### src/rtl/mavg_pkg.sv
package mavg_pkg;

    // Which aligned sample the residual is formed from
    typedef enum logic {
        RES_NEWEST = 1'b0,
        RES_CENTRE = 1'b1
    } res_tap_e;

endpackage

### src/rtl/mavg_window.sv
// Stage 1: sample window shift register plus fill tracking.
module mavg_window #(
    parameter int DATA_W = 16,
    parameter int DEPTH  = 64
) (
    input  logic                    clk,
    input  logic                    rst,
    input  logic                    push,
    input  logic [DATA_W-1:0]       din,
    output logic [DEPTH*DATA_W-1:0] taps,
    output logic                    taps_vld
);
    localparam int CNT_W = $clog2(DEPTH);
    localparam logic [CNT_W-1:0] FULL_CNT = CNT_W'(DEPTH - 1);

    typedef struct packed {
        logic [DEPTH-1:0][DATA_W-1:0] taps;
        logic [CNT_W-1:0]             fill;
        logic                         vld;
    } win_t;

    win_t win_d, win_q;

    always_comb begin
        win_d     = win_q;
        win_d.vld = 1'b0;
        if (push) begin
            win_d.taps[0] = din;
            for (int i = 1; i < DEPTH; i++) begin
                win_d.taps[i] = win_q.taps[i-1];
            end
            win_d.vld  = (win_q.fill == FULL_CNT);
            win_d.fill = (win_q.fill == FULL_CNT) ? win_q.fill : win_q.fill + 1'b1;
        end
    end

    always_ff @(posedge clk) begin
        if (rst) begin
            win_q <= '0;
        end else begin
            win_q <= win_d;
        end
    end

    assign taps     = win_q.taps;
    assign taps_vld = win_q.vld;

endmodule

### src/rtl/mavg_tree.sv
// Combinational segment of a balanced adder tree: each level halves the
// operand count and widens the result by one bit.
module mavg_tree #(
    parameter int IN_W   = 16,
    parameter int N_IN   = 64,
    parameter int LEVELS = 3
) (
    input  logic [N_IN*IN_W-1:0]                       operands,
    output logic [(N_IN>>LEVELS)*(IN_W+LEVELS)-1:0]    sums
);
    localparam int OUT_W = IN_W + LEVELS;
    localparam int N_OUT = N_IN >> LEVELS;

    for (genvar l = 0; l <= LEVELS; l++) begin : g_lv
        localparam int W = IN_W + l;
        localparam int N = N_IN >> l;
        logic signed [W-1:0] node [N];
        if (l == 0) begin : g_leaf
            for (genvar i = 0; i < N; i++) begin : g_in
                assign node[i] = operands[i*IN_W +: IN_W];
            end
        end else begin : g_add
            for (genvar i = 0; i < N; i++) begin : g_pair
                assign node[i] = W'(g_lv[l-1].node[2*i]) + W'(g_lv[l-1].node[2*i+1]);
            end
        end
    end

    for (genvar i = 0; i < N_OUT; i++) begin : g_out
        assign sums[i*OUT_W +: OUT_W] = g_lv[LEVELS].node[i];
    end

endmodule

### src/rtl/mavg_trend_decomp.sv
module mavg_trend_decomp
    import mavg_pkg::*;
#(
    parameter int       DATA_W   = 16,
    parameter int       WIN_LOG2 = 6,
    parameter int       CUT_LVL  = 3,
    parameter res_tap_e RES_TAP  = RES_NEWEST
) (
    input  logic              clk,
    input  logic              rst,
    input  logic              in_valid,
    input  logic [DATA_W-1:0] in_sample,
    output logic              out_valid,
    output logic [DATA_W-1:0] out_trend,
    output logic [DATA_W:0]   out_resid
);
    localparam int DEPTH   = 1 << WIN_LOG2;
    localparam int N_PART  = DEPTH >> CUT_LVL;
    localparam int PART_W  = DATA_W + CUT_LVL;
    localparam int SUM_W   = DATA_W + WIN_LOG2;
    localparam int RES_W   = DATA_W + 1;
    localparam int TAP_IDX = (RES_TAP == RES_CENTRE) ? DEPTH / 2 : 0;

    // stage 1: window
    logic [DEPTH*DATA_W-1:0] taps;
    logic                    taps_vld;

    mavg_window #(.DATA_W(DATA_W), .DEPTH(DEPTH)) i_window (
        .clk      (clk),
        .rst      (rst),
        .push     (in_valid),
        .din      (in_sample),
        .taps     (taps),
        .taps_vld (taps_vld)
    );

    typedef struct packed {
        logic                     v2;
        logic [N_PART*PART_W-1:0] psum;
        logic [DATA_W-1:0]        samp2;
        logic                     v3;
        logic [SUM_W-1:0]         sum;
        logic [DATA_W-1:0]        samp3;
        logic                     v4;
        logic [DATA_W-1:0]        trend;
        logic [RES_W-1:0]         resid;
    } pipe_t;

    pipe_t pipe_d, pipe_q;

    logic [N_PART*PART_W-1:0] psum_c;
    logic [SUM_W-1:0]         sum_c;

    // levels 1..CUT_LVL, ahead of the stage-2 registers
    mavg_tree #(.IN_W(DATA_W), .N_IN(DEPTH), .LEVELS(CUT_LVL)) i_tree_lo (
        .operands (taps),
        .sums     (psum_c)
    );

    // remaining levels, ahead of the stage-3 registers
    mavg_tree #(.IN_W(PART_W), .N_IN(N_PART), .LEVELS(WIN_LOG2 - CUT_LVL)) i_tree_hi (
        .operands (pipe_q.psum),
        .sums     (sum_c)
    );

    logic signed [SUM_W-1:0] mean_full;

    always_comb begin
        pipe_d = pipe_q;
        // stage 2
        pipe_d.v2    = taps_vld;
        pipe_d.psum  = psum_c;
        pipe_d.samp2 = taps[TAP_IDX*DATA_W +: DATA_W];
        // stage 3
        pipe_d.v3    = pipe_q.v2;
        pipe_d.sum   = sum_c;
        pipe_d.samp3 = pipe_q.samp2;
        // stage 4
        mean_full    = signed'(pipe_q.sum) >>> WIN_LOG2;
        pipe_d.v4    = pipe_q.v3;
        pipe_d.trend = mean_full[DATA_W-1:0];
        pipe_d.resid = RES_W'(signed'(pipe_q.samp3)) - RES_W'(signed'(mean_full[DATA_W-1:0]));
    end

    always_ff @(posedge clk) begin
        if (rst) begin
            pipe_q <= '0;
        end else begin
            pipe_q <= pipe_d;
        end
    end

    assign out_valid = pipe_q.v4;
    assign out_trend = pipe_q.trend;
    assign out_resid = pipe_q.resid;

endmodule

### config.mk
export PLATFORM = sky130hd
export DESIGN_NAME = mavg_trend_decomp
export DESIGN_NICKNAME = d
export VERILOG_FILES = /design/src/rtl/mavg_pkg.sv /design/src/rtl/mavg_window.sv /design/src/rtl/mavg_tree.sv /design/src/rtl/mavg_trend_decomp.sv
export SDC_FILE = /design/constraint.sdc
export NUM_CORES = 2
export LEC_CHECK = 0
export BUFFER_PORTS_ARGS = -buffer_cell sky130_fd_sc_hd__buf_2
export CORE_MARGIN = 3
export CORE_UTILIZATION = 60
export DETAILED_ROUTE_END_ITERATION = 10
export HOLD_SLACK_MARGIN = 0.02
export PLACE_DENSITY = 0.81
export SLEW_MARGIN = 10
export SYNTH_ARGS = -nofsm -noshare
export SYNTH_HDL_FRONTEND = slang
export SYNTH_SLANG_ARGS = --single-unit
### constraint.sdc
create_clock -name clk -period 6.4 [get_ports clk]
set_input_delay 1.28 -clock clk [delete_from_list [all_inputs] [get_ports clk]]
set_output_delay 1.28 -clock clk [all_outputs]
set_load 0.01 [all_outputs]
==> results.cfg <==
[status]
outcome = completed

[yosys]
synth-compound-area-share_pct = 3.47
synth_warnings = 0
synthAdderAreaFrac_pct = 28.1
synth_area_leaders = dfxtp_1 35%, fa_1 25%, mux2i_1 14%
netlist.area_leader.share_pct = 34.7
avgSynthCellArea_sq_um = 10.1
yosysSeqAreaShare_pct = 34.7
synth_top_family_by_area = adder cells
syn_area_sq_um = 73200
synth-seq-cells = 1267
netlist-cell-type-count = 70
muxShareOfSynthArea_pct = 14.1
syn_inst = 7230
synth_simple_gate_area_share_pct = 8.59
syn_nets = 8347
ys_async_sr_fraction_pct = 0
synth-edff-count = 0
synth_top_area_cell = dfxtp_1
ys.flop_type = dfxtp_1
synth-xor-area-share_pct = 1.52

[clock_tree]
cts_made_buffers = 133
cts_root_buf = clkbuf_16
cts.sinks = 1267
clk_latency_ps = 740
postCtsSetupBuffers = 0
cts_tree = built
cts_resized = 0
cts_hold_buf = 0
htree_levels = 4
path_clk_slew_ps = 60
ctsLongestPathBuffers = 3

[floorplanning]
die_y_um = 355
boundaryPins = 53
rows = 127
initial_utilization_pct = 60.8
die_w_um = 355
coreArea_sq_um = 120000
dieArea_sq_um = 126000

[placement]
dpl.hpwl_um = 97500
io_buffers = 52
place_area_sq_um = 74500
gp_congestion = 0.861

[cells_and_area]
nets = 8264
drive_gt1_share_pct = 4.24
final_common_cell = inv_1
fin_util_pct = 65.6
layout_common_cells = 1500 x inv_1, 1267 x dfxtp_1, 1231 x nor2_1, 1030 x mux2i_1, 908 x fa_1
fill_cells = 9011
multi_input_area_sq_um = 40800
regArea_sq_um = 25400
area_growth_pct = 7.88
postLayoutCellArea_sq_um = 79000

[drt]
drc = 0
wirelength_um = 135000
vias = 45245
drt-initial-drc-count = 2505
first_pass_iters = 7
routedWlPerCell_um = 15.2
ant_nets = 0
via_per_inst = 5.11

[power]
p_per_area_nw_per_um2 = 212
p_leak_uw = 0.0372
vdd_drop_max_uv = 292
power_uw = 16800

[timing]
tightest_slew_ps = 1180
grt_setup_unrepaired = false
setup_viol = 0
hold_violations = 0
finalSetupTns_ps = 0
finalCriticalPeriod_ps = 5090
fmax_ghz = 0.197
finalCritPeriodShare_pct = 79.5
relSlewSlack_pct = 20.6
skew_ps = 24.4
report.final.slew_viol_count = 0

[worst_setup_path]
cp_data_required_time_ps = 7030
worst_setup_path_start_kind = flop
critPathBufInv = 3
reg2reg_slack_ps = 1310
crit_chain = fa_1 -> inv_1 -> fa_1 -> fa_1 -> fa_1 -> inv_1 -> ha_1 -> inv_1 -> fa_1 -> and2b_1 -> o21ai_0 -> a21boi_0 -> o22ai_1 -> o211ai_1 -> mux2i_1 -> nand3_1
crit_path_top_delay_cell = fa_1
cp_common_cell = fa_1
crit_family = adder cells
crit_fanout = 5
slowest_delay_ps = 560
crit_path_end_kind = flop
timing.critical_path.arrival_ps = 5710
timing_worst_setup_path_type = reg2reg

[min_path]
hp-class = reg2reg

[global_route]
grt_usage_pct = 22.3
grt_max_degree = 207
grt_overflow = 0
grt_pass1_vias = 48291
antenna_found_initial = 3
grt_pass1_wl_um = 233000

[run]
cap_violations = 0
[final timing paths]
path                                        start                      to  cells past startpoint
setup / recovery  i_window.taps[434]$_SDFFE_PP0P_  pipe_q[164]$_SDFF_PP0_                     16
hold / removal              pipe_d[33]$_SDFF_PP0_    out_valid$_SDFF_PP0_                      1
setup reg to reg  i_window.taps[434]$_SDFFE_PP0P_  pipe_q[164]$_SDFF_PP0_                     16
hold reg to reg             pipe_d[33]$_SDFF_PP0_    out_valid$_SDFF_PP0_                      1
[power by group]
group / switching [uW] / total, uW / leakage (uW) / internal (uW)
Sequential: 33.5 / 7980 / 0.0102 / 7950
Combinational: 537 / 863 / 0.0248 / 326
Clock: 3200 / 7930 / 0.00218 / 4730
Total: 3770 / 16800 / 0.0372 / 13000
[cell usage after synthesis (6+ instances only)]
master,instances
inv_1,1500
dfxtp_1,1267
nor2_1,1231
mux2i_1,1030
fa_1,908
ha_1,190
clkbuf_1,141
buf_2,106
o21ai_0,86
a21oi_1,79
xnor2_1,71
nor2b_1,70
nand2_1,69
xor2_1,56
a21o_1,49
nor3_1,44
buf_4,33
nand3_1,29
a211oi_1,25
o21a_1,22
nand2b_1,19
nand4_1,16
o211ai_1,16
buf_1,15
a31oi_1,12
and3_1,12
o21ai_1,10
o21bai_1,10
a21boi_0,9
or3_1,9
o22ai_1,7
o31ai_1,7
a2111o_1,6
or4_1,6
[layer usage]
metal	vias up	GRT usage, %	wire, um
met5	-	0	0
met4	0	7.52	4370
met3	231	3.38	5380
met2	726	38.6	67400
met1	22278	28.7	57500
li1	22010	-	-
[logic make-up after synthesis]
logic type | after synthesis
xor+xnor | 127
flops | 1267
mux | 1033
fa+ha+maj | 1098
buf+inv | 1795
simple gates | 1532
compound gates | 378
[sequential cells by signal, indices dropped and copies added, names as in the netlist]
name               flops
i_window.taps_vld      1
out_resid             17
i_window.taps       1024
pipe_d                18
out_valid              1
out_trend             16
i_window.win_q         6
pipe_q               168
mean_full             16
[stage by stage]
stage	hold WS, ps	setup WS [ps]	cells
after floorplan	414	2040	7230
after global placement	419	1530	8624
after detailed placement	425	1420	8624
after CTS	438	1390	8856
after global routing	460	1020	8856
final	433	1310	8858
[layout make-up]
class	count	area share, %
clock inverter	36	0.702
multi-input combinational	4168	51.7
clock buffer	196	4.97
inverter	1500	7.13
antenna	2	0.00634
tap	1612	2.55
timing repair buffer	77	0.805
sequential	1267	32.1
No activity file was read; power rests on OpenSTA's default activity.
